<file path="src/rtl/ufb_pkg.sv">
package ufb_pkg;

    localparam int CHAR_W = 8;

    localparam int CTL_FIFO_EN = 0;
    localparam int CTL_RX_RST  = 1;
    localparam int CTL_TX_RST  = 2;

    typedef enum logic [1:0] {
        TRIG_1  = 2'b00,
        TRIG_8  = 2'b01,
        TRIG_16 = 2'b10,
        TRIG_32 = 2'b11
    } trig_sel_e;

    typedef struct packed {
        logic              ovr;
        logic              ferr;
        logic              perr;
        logic [CHAR_W-1:0] ch;
    } rx_word_t;

    localparam int RXW = $bits(rx_word_t);

    function automatic int unsigned trig_level(trig_sel_e s);
        case (s)
            TRIG_1:  return 1;
            TRIG_8:  return 8;
            TRIG_16: return 16;
            default: return 32;
        endcase
    endfunction

endpackage

</file>
<file path="src/rtl/ufb_ctrl_reg.sv">
module ufb_ctrl_reg
    import ufb_pkg::*;
(
    input  logic       clk,
    input  logic       rst_n,
    input  logic       wr,
    input  logic [7:0] wdata,
    output logic [7:0] value,
    output logic       fifo_en,
    output trig_sel_e  trig,
    output logic       tx_flush,
    output logic       rx_flush
);

    typedef struct packed {
        logic [7:0] ctl;
    } st_t;

    st_t s_d, s_q;
    logic mode_change;

    always_comb begin
        s_d = s_q;
        // reset requests live for one cycle only
        s_d.ctl[CTL_TX_RST] = 1'b0;
        s_d.ctl[CTL_RX_RST] = 1'b0;
        if (wr) begin
            s_d.ctl = wdata;
        end
        s_d.ctl[5:3] = 3'b000;

        mode_change = wr && (wdata[CTL_FIFO_EN] != s_q.ctl[CTL_FIFO_EN]);
        tx_flush    = (wr && wdata[CTL_TX_RST]) || mode_change;
        rx_flush    = (wr && wdata[CTL_RX_RST]) || mode_change;
    end

    always_ff @(posedge clk or negedge rst_n) begin
        if (!rst_n) s_q <= '0;
        else        s_q <= s_d;
    end

    assign value   = s_q.ctl;
    assign fifo_en = s_q.ctl[CTL_FIFO_EN];
    assign trig    = trig_sel_e'(s_q.ctl[7:6]);

endmodule

</file>
<file path="src/rtl/ufb_tx_queue.sv">
module ufb_tx_queue #(
    parameter int DEPTH = 64,
    parameter int W     = 8,
    localparam int PTR_W = $clog2(DEPTH),
    localparam int CNT_W = PTR_W + 1
) (
    input  logic             clk,
    input  logic             rst_n,
    input  logic             fifo_en,
    input  logic             flush,
    input  logic             wr,
    input  logic [W-1:0]     wdata,
    input  logic             rd,
    output logic [W-1:0]     head,
    output logic             valid,
    output logic [CNT_W-1:0] count
);

    typedef struct packed {
        logic [DEPTH-1:0][W-1:0] mem;
        logic [PTR_W-1:0]        wp;
        logic [PTR_W-1:0]        rp;
        logic [CNT_W-1:0]        cnt;
    } st_t;

    st_t s_d, s_q;
    logic [CNT_W-1:0] cap;
    logic full, do_rd, do_wr;

    always_comb begin
        s_d   = s_q;
        cap   = fifo_en ? CNT_W'(DEPTH) : CNT_W'(1);
        full  = (s_q.cnt >= cap);
        do_rd = rd && (s_q.cnt != '0);
        do_wr = wr && (!full || do_rd);

        if (flush) begin
            s_d.wp  = '0;
            s_d.rp  = '0;
            s_d.cnt = '0;
        end else begin
            if (do_wr) begin
                s_d.mem[s_q.wp] = wdata;
                s_d.wp          = s_q.wp + 1'b1;
            end
            if (do_rd) begin
                s_d.rp = s_q.rp + 1'b1;
            end
            s_d.cnt = s_q.cnt + CNT_W'(do_wr) - CNT_W'(do_rd);
        end
    end

    always_ff @(posedge clk or negedge rst_n) begin
        if (!rst_n) s_q <= '0;
        else        s_q <= s_d;
    end

    assign head  = s_q.mem[s_q.rp];
    assign valid = (s_q.cnt != '0);
    assign count = s_q.cnt;

endmodule

</file>
<file path="src/rtl/ufb_rx_queue.sv">
module ufb_rx_queue
    import ufb_pkg::*;
#(
    parameter int DEPTH = 64,
    localparam int PTR_W = $clog2(DEPTH),
    localparam int CNT_W = PTR_W + 1
) (
    input  logic              clk,
    input  logic              rst_n,
    input  logic              fifo_en,
    input  logic              flush,
    input  logic              wr,
    input  logic [CHAR_W-1:0] wchar,
    input  logic              wperr,
    input  logic              wferr,
    input  logic              rd,
    output rx_word_t          head,
    output logic [CNT_W-1:0]  count,
    output logic              ovr_evt
);

    typedef struct packed {
        rx_word_t [DEPTH-1:0] mem;
        logic [PTR_W-1:0]     wp;
        logic [PTR_W-1:0]     rp;
        logic [CNT_W-1:0]     cnt;
    } st_t;

    st_t s_d, s_q;
    logic [CNT_W-1:0] cap;
    logic [PTR_W-1:0] newest;
    logic full, do_rd, do_wr;
    rx_word_t incoming;

    always_comb begin
        s_d      = s_q;
        cap      = fifo_en ? CNT_W'(DEPTH) : CNT_W'(1);
        full     = (s_q.cnt >= cap);
        do_rd    = rd && (s_q.cnt != '0);
        do_wr    = wr && (!full || do_rd);
        newest   = s_q.wp - 1'b1;
        incoming = '{ovr: 1'b0, ferr: wferr, perr: wperr, ch: wchar};
        ovr_evt  = 1'b0;

        if (flush) begin
            s_d.wp  = '0;
            s_d.rp  = '0;
            s_d.cnt = '0;
        end else begin
            if (do_wr) begin
                s_d.mem[s_q.wp] = incoming;
                s_d.wp          = s_q.wp + 1'b1;
            end else if (wr) begin
                // dropped arrival marks the last word kept
                ovr_evt               = 1'b1;
                s_d.mem[newest].ovr   = 1'b1;
            end
            if (do_rd) begin
                s_d.rp = s_q.rp + 1'b1;
            end
            s_d.cnt = s_q.cnt + CNT_W'(do_wr) - CNT_W'(do_rd);
        end
    end

    always_ff @(posedge clk or negedge rst_n) begin
        if (!rst_n) s_q <= '0;
        else        s_q <= s_d;
    end

    assign head  = s_q.mem[s_q.rp];
    assign count = s_q.cnt;

endmodule

</file>
<file path="src/rtl/ufb_status.sv">
module ufb_status
    import ufb_pkg::*;
#(
    parameter int CNT_W = 7
) (
    input  logic             clk,
    input  logic             rst_n,
    input  logic             set_ovr,
    input  logic             set_perr,
    input  logic             set_ferr,
    input  logic             set_brk,
    input  logic             clr,
    input  logic             fifo_en,
    input  trig_sel_e        trig,
    input  logic [CNT_W-1:0] rx_count,
    output logic             ovr,
    output logic             perr,
    output logic             ferr,
    output logic             brk,
    output logic             irq
);

    typedef struct packed {
        logic ovr;
        logic perr;
        logic ferr;
        logic brk;
    } st_t;

    st_t s_d, s_q;
    logic [CNT_W-1:0] level;

    always_comb begin
        s_d      = s_q;
        s_d.ovr  = (s_q.ovr  && !clr) || set_ovr;
        s_d.perr = (s_q.perr && !clr) || set_perr;
        s_d.ferr = (s_q.ferr && !clr) || set_ferr;
        s_d.brk  = (s_q.brk  && !clr) || set_brk;

        level = fifo_en ? CNT_W'(trig_level(trig)) : CNT_W'(1);
        irq   = (rx_count >= level);
    end

    always_ff @(posedge clk or negedge rst_n) begin
        if (!rst_n) s_q <= '0;
        else        s_q <= s_d;
    end

    assign ovr  = s_q.ovr;
    assign perr = s_q.perr;
    assign ferr = s_q.ferr;
    assign brk  = s_q.brk;

endmodule

</file>
<file path="src/rtl/uart_fifo_buffer.sv">
module uart_fifo_buffer
    import ufb_pkg::*;
#(
    parameter int DEPTH = 64,
    localparam int CNT_W = $clog2(DEPTH) + 1
) (
    input  logic        clk,
    input  logic        rst_n,
    input  logic        ctrl_wr,
    input  logic [7:0]  ctrl_wdata,
    output logic [7:0]  ctl_readback,
    input  logic        host_tx_wr,
    input  logic [7:0]  host_tx_data,
    input  logic        ser_tx_rd,
    output logic [7:0]  ser_tx_data,
    output logic        ser_tx_valid,
    input  logic        ser_rx_wr,
    input  logic [7:0]  ser_rx_char,
    input  logic        ser_rx_perr,
    input  logic        ser_rx_ferr,
    input  logic        ser_rx_brk,
    input  logic        host_rx_rd,
    output logic [10:0] host_rx_word,
    input  logic        host_lsr_rd,
    output logic        data_ready,
    output logic        tx_req,
    output logic        rx_irq,
    output logic        err_overrun,
    output logic        err_parity,
    output logic        err_framing,
    output logic        err_break
);

    logic             fifo_en, tx_flush, rx_flush, ovr_evt;
    trig_sel_e        trig;
    logic [CNT_W-1:0] tx_count, rx_count;
    rx_word_t         rx_head;

    ufb_ctrl_reg u_ctrl (
        .clk      (clk),
        .rst_n    (rst_n),
        .wr       (ctrl_wr),
        .wdata    (ctrl_wdata),
        .value    (ctl_readback),
        .fifo_en  (fifo_en),
        .trig     (trig),
        .tx_flush (tx_flush),
        .rx_flush (rx_flush)
    );

    ufb_tx_queue #(.DEPTH(DEPTH), .W(CHAR_W)) u_txq (
        .clk     (clk),
        .rst_n   (rst_n),
        .fifo_en (fifo_en),
        .flush   (tx_flush),
        .wr      (host_tx_wr),
        .wdata   (host_tx_data),
        .rd      (ser_tx_rd),
        .head    (ser_tx_data),
        .valid   (ser_tx_valid),
        .count   (tx_count)
    );

    ufb_rx_queue #(.DEPTH(DEPTH)) u_rxq (
        .clk     (clk),
        .rst_n   (rst_n),
        .fifo_en (fifo_en),
        .flush   (rx_flush),
        .wr      (ser_rx_wr),
        .wchar   (ser_rx_char),
        .wperr   (ser_rx_perr),
        .wferr   (ser_rx_ferr),
        .rd      (host_rx_rd),
        .head    (rx_head),
        .count   (rx_count),
        .ovr_evt (ovr_evt)
    );

    ufb_status #(.CNT_W(CNT_W)) u_stat (
        .clk      (clk),
        .rst_n    (rst_n),
        .set_ovr  (ovr_evt),
        .set_perr (ser_rx_wr && ser_rx_perr),
        .set_ferr (ser_rx_wr && ser_rx_ferr),
        .set_brk  (ser_rx_wr && ser_rx_brk),
        .clr      (host_lsr_rd),
        .fifo_en  (fifo_en),
        .trig     (trig),
        .rx_count (rx_count),
        .ovr      (err_overrun),
        .perr     (err_parity),
        .ferr     (err_framing),
        .brk      (err_break),
        .irq      (rx_irq)
    );

    assign host_rx_word = rx_head;
    assign data_ready   = (rx_count != '0);
    assign tx_req       = (tx_count == '0);

endmodule

</file>
<file path="config.mk">
export PLATFORM = sky130hd
export DESIGN_NAME = uart_fifo_buffer
export DESIGN_NICKNAME = d
export VERILOG_FILES = /design/src/rtl/ufb_pkg.sv /design/src/rtl/ufb_ctrl_reg.sv /design/src/rtl/ufb_tx_queue.sv /design/src/rtl/ufb_rx_queue.sv /design/src/rtl/ufb_status.sv /design/src/rtl/uart_fifo_buffer.sv
export SDC_FILE = /design/constraint.sdc
export NUM_CORES = 2
export LEC_CHECK = 0
export BUFFER_PORTS_ARGS = -buffer_cell sky130_fd_sc_hd__buf_2
export CAP_MARGIN = 20
export CORE_UTILIZATION = 40
export CTS_BUF_LIST = sky130_fd_sc_hd__clkbuf_2
export CTS_CLUSTER_DIAMETER = 50
export DETAILED_ROUTE_END_ITERATION = 10
export HOLD_SLACK_MARGIN = 0.03
export RECOVER_POWER = 50
export SETUP_SLACK_MARGIN = 0.02
export SLEW_MARGIN = 20
export SYNTH_ARGS = -nofsm -noshare
export SYNTH_HDL_FRONTEND = slang
export SYNTH_SLANG_ARGS = --single-unit
</file>
<file path="constraint.sdc">
create_clock -name clk -period 4 [get_ports clk]
set_clock_uncertainty 0.05 [all_clocks]
set_input_delay 0.2 -clock clk [delete_from_list [all_inputs] [get_ports clk]]
set_output_delay 0.2 -clock clk [all_outputs]
set_load 0.05 [all_outputs]
</file>
==> reports/summary.md <==
The run gives 128 as the number of max-slew violations in the final report. Nature of the critical path endpoint: a primary output. The worst-path cell with the longest stage delay was dfrtp_4. The die covers 151000 sq um.

The run gives 62700 sq um as the area of placed instances. The net switching fraction of the power is 35.3%. Setup repair after global routing could not meet its margin everywhere. The smallest clock period supported by the final layout is computed as 4380 ps. The most used flip-flop cell after synthesis is dfrtp_1.

In this design, the largest share of critical-path delay is due to multiplexers. The tools report the internal power as 22500 uW. At the later pin of the worst-skew pair, clock insertion delay measures 1640 ps. Clock-pin slew was measured on the worst setup and hold paths at 100 ps.

The tools report the total leakage power as 0.0322 uW. The deepest clock path buffer count came out at 4. The largest net degree at the start of global routing is 128.

The run gives 19 as the final setup violation count. The count of routing violations after the opening detailed-route iteration came out at 2071. The global-route wire length before repair is 245 mm. The H-tree generated during clock tree synthesis spans 5 levels. The category of the critical setup timing path is flip-flop to primary output.

The finished layout holds 6608 standard cells, fillers aside. The root buffer cell chosen for the clock tree is clkbuf_2. The startpoint type of the worst setup path is a flip-flop. The total overflow left after global routing is 0. Combinational logic burns 33.0% of the power. The met1 wire length is 75.5 mm.

The via count of the first global-routing pass came out at 38384. The most critical setup path has its endpoint at ser_tx_data[0]. The fraction of synthesis flops using an asynchronous set or reset pin came out at 100%. The tightest min-delay check is of the input pin to flip-flop type. TritonCTS built the clock tree. The run gives 0.840 as the global placement routability congestion. For the minimum hold slack, the log shows 248 ps. The initial utilization of the core area, before any placement, comes to 40.4%.

The worst path uses 110% of the clock period. The first TritonRoute pass finished after 5 iterations. The area growth from synthesis to final layout works out to 14.5%.

Walking the worst path, the cells encountered are buf_12, buf_12, buf_16, mux4_2, mux2i_4, mux4_2, o21ai_4, buf_6. Summing all non-filler instances in the final layout gives an area of 68600 sq um. The number of placement rows came out at 141. After the last flow step, the layout net total stands at 4510. The worst register-to-register path has a setup slack of 290 ps. The post-placement cell count is 5835, and the DRC violations left is 0. Tracing the worst setup path back leads to its startpoint at u_txq.s_q[7]. The portion of the post-synthesis area used by sequential elements is 52.7%. The fraction of power consumed by sequential logic is 41.2%, and the required time of the critical path is 3750 ps.

In this run the power spent charging and discharging nets is 12300 uW. The HPWL after detailed placement is 96.4 mm. The worst slew margin relative to its limit is -37.1%, and the synthesized area per cell is 14.9 sq um. The startpoint identified for the worst register-to-register timing path is u_ctrl.value[0].

The tools report the max capacitance violation total as 1. The flow ran to the end, but the final reports show violations. Power spread over the standard cell area amounts to 507 nW/um^2.

The final reports fail on max-capacitance violations, max-slew violations, negative setup slack. Routed signal wires occupy layers up through met5. The critical path contains buffers and inverters numbering 4 combined. VDD sags by at most 0.382 mV. Fraction of final layout cells with drive strength greater than 1: 52.9%. The completed layout was analyzed and its total power is 34800 uW.

The routed via count divided by cell count was 5.55; the wire length per cell was 23.9 microns. The depth of the worst register-to-register path is 10. The synthesized netlist occupies a cell area of 59900 sq um. The number of port buffers was 63; the number of warning messages in the yosys log was 0. The run gives 158 mm as the overall routed net length. On the worst path, the slowest cell contributes a delay of 590 ps. The tools report the number of antenna violations at the first check in global routing as 6. The die is 389 microns wide. The tools report the maximum clock frequency as 0.228 GHz. Of all nets on the critical path, the largest fanout is 8. The clock network power share came out at 25.8%. The routed design uses 71.7 mm of met2 wire. After synthesis, the netlist uses 71 different library cells.

The overall die height is 389 microns, and the number of buffers inserted during clock tree synthesis is 358. For this run, the total global-route usage over all layers was measured as 21.2%. The transition time at the pin with the least slew margin was 2060 ps; the antenna violation net count after detailed routing was 0. For this block, the via count after detailed routing is 36694. The final-report hold violation count is 0. The clock net in this run drives a total of 1263 sinks.

The synthesized design contains 1263 register bits. Counting flops with a built-in enable in the synthesized netlist gives 0. In the detailed route, the total length drawn on met3 is 7.71 mm.

The critical path runs through a total of 8 cells. In this run the count of I/O pins placed on the die edge is 70. Data arrives at the worst endpoint at 4130 ps. The worst-case setup margin in the final layout was -382 ps. The share of the core filled with cells in the final layout is 46.3%, and the post-synthesis instance total is 4030.

The core region area is 148000 sq um. The worst register-to-register path ends at u_txq.s_q[489].
## synthesized netlist by cell type, types with 4 or more instances
cell | number | area (sq um)
nand2b_1 | 13 | 81.3
o2bb2ai_1 | 20 | 175
nor4_4 | 30 | 638
or4_1 | 8 | 60.1
nand3b_1 | 7 | 52.6
mux2_2 | 1128 | 12700
a21oi_1 | 56 | 280
dfrtp_1 | 1263 | 31600
a211oi_1 | 27 | 203
nand4_1 | 14 | 87.6
mux4_2 | 319 | 7180
buf_1 | 43 | 161
xor2_1 | 16 | 140
o22ai_1 | 31 | 194
mux2_1 | 28 | 315
buf_4 | 30 | 225
a22oi_1 | 6 | 45.0
a221oi_1 | 5 | 43.8
mux2i_1 | 92 | 921
and3_1 | 7 | 43.8
o21ai_0 | 36 | 180
nand4_2 | 19 | 238
or2_2 | 8 | 50.1
inv_1 | 75 | 282
buf_2 | 104 | 521
and2_1 | 12 | 75.1
or3_1 | 14 | 87.6
nand2_1 | 91 | 342
nor4_1 | 5 | 31.3
ha_1 | 37 | 463
nor2_1 | 124 | 465
a22o_1 | 22 | 193
clkbuf_1 | 185 | 694
xnor2_1 | 11 | 96.3
nor2b_1 | 31 | 194
nand3_1 | 39 | 195
nor3_1 | 14 | 70.1
o32ai_1 | 4 | 35.0
## stage by stage
stage	setup WS [ps]	TNS, ps
after floorplan	577	0
after global placement	514	0
after detailed placement	503	0
after CTS	-626	-10810
after global routing	-597	-17860
final	-382	-6250
## layout make-up
cell class,count,area (sq um)
inverters,77,289
flip-flops and latches,1263,31600
repair buffers,411,4240
well taps,1930,2410
diodes,7,17.5
clock inverters,87,394
clock buffers,508,2540
multi-input cells,2325,27100
fillers,13292,79600
## kinds of logic after synthesis
kind of cell	synth area share [%]
AND/OR/NAND/NOR	4.79
other	0.00626
AO/OA/AOI/OAI	2.72
adder cells (fa/ha/maj)	0.839
XOR/XNOR	0.395
buffers and inverters	3.26
multiplexers	35.2
flip-flops	52.7
## routing by layer
metal | up-vias | GRT usage [%]
li1 | 15907 | -
met1 | 19667 | 31.6
met5 | - | 0
met3 | 230 | 4.04
met4 | 2 | 6.16
met2 | 888 | 31.4
## placed cells by master (no fill, tap or decap), types with 28 or more instances in the layout
cell type / n
a21oi_1: 46
buf_12: 32
buf_2: 46
buf_4: 150
buf_6: 29
clkbuf_2: 518
clkinv_1: 69
dfrtp_1: 1254
dlygate4sd3_1: 96
ha_1: 37
inv_1: 75
mux2_1: 28
mux2_2: 1126
mux2i_1: 77
mux4_2: 319
nand2_1: 78
nand3_1: 37
nor2_1: 115
nor2b_1: 30
nor4_4: 30
## sequential cells by signal, indices dropped and copies added (netlist names)
signal        count
u_stat.ferr       1
u_rxq.s_q       716
u_txq.s_q       524
u_ctrl.value      5
u_stat.ovr        1
u_stat.brk        1
u_txq.count       7
u_stat.perr       1
u_rxq.count       7
## power by group through the flow
stage	logic, uW	registers, uW	clock network, uW
global route	12200	14400	10000
finish	11500	14300	8960
CTS	11300	14300	9330
floorplan	6630	14300	0
detailed placement	9160	14700	0
global placement	9090	14700	0
## how the worst min path moves through the flow
stage,endpoint,depth (start not counted),from,slack [ps]
floorplan,u_ctrl.value[0],0,rst_n,-150
finish,u_txq.s_q[8],7,ser_tx_rd,250
global route,u_txq.s_q[8],7,ser_tx_rd,140
CTS,u_txq.s_q[8],7,ser_tx_rd,30
global placement,u_rxq.s_q[555],1,rst_n,250
detailed placement,u_rxq.s_q[552],1,rst_n,240
## worst register-to-register path, delay by kind of cell (launching register included)
kind | cells | cell delay (ps)
simple gates | 3 | 1040
buf+inv | 3 | 970
flops | 1 | 460
compound gates | 2 | 430
mux | 1 | 430
fa+ha+maj | 1 | 330
## repair_timing
item	CTS	global route
setup buffers	38	12
hold buffers	107	2
gates resized for setup	195	37
setup endpoints to repair	20	21
pin swaps	30	17
cloned	11	5
endpoints found under the hold margin	2526	53
Power figures use the tool's default switching activity.
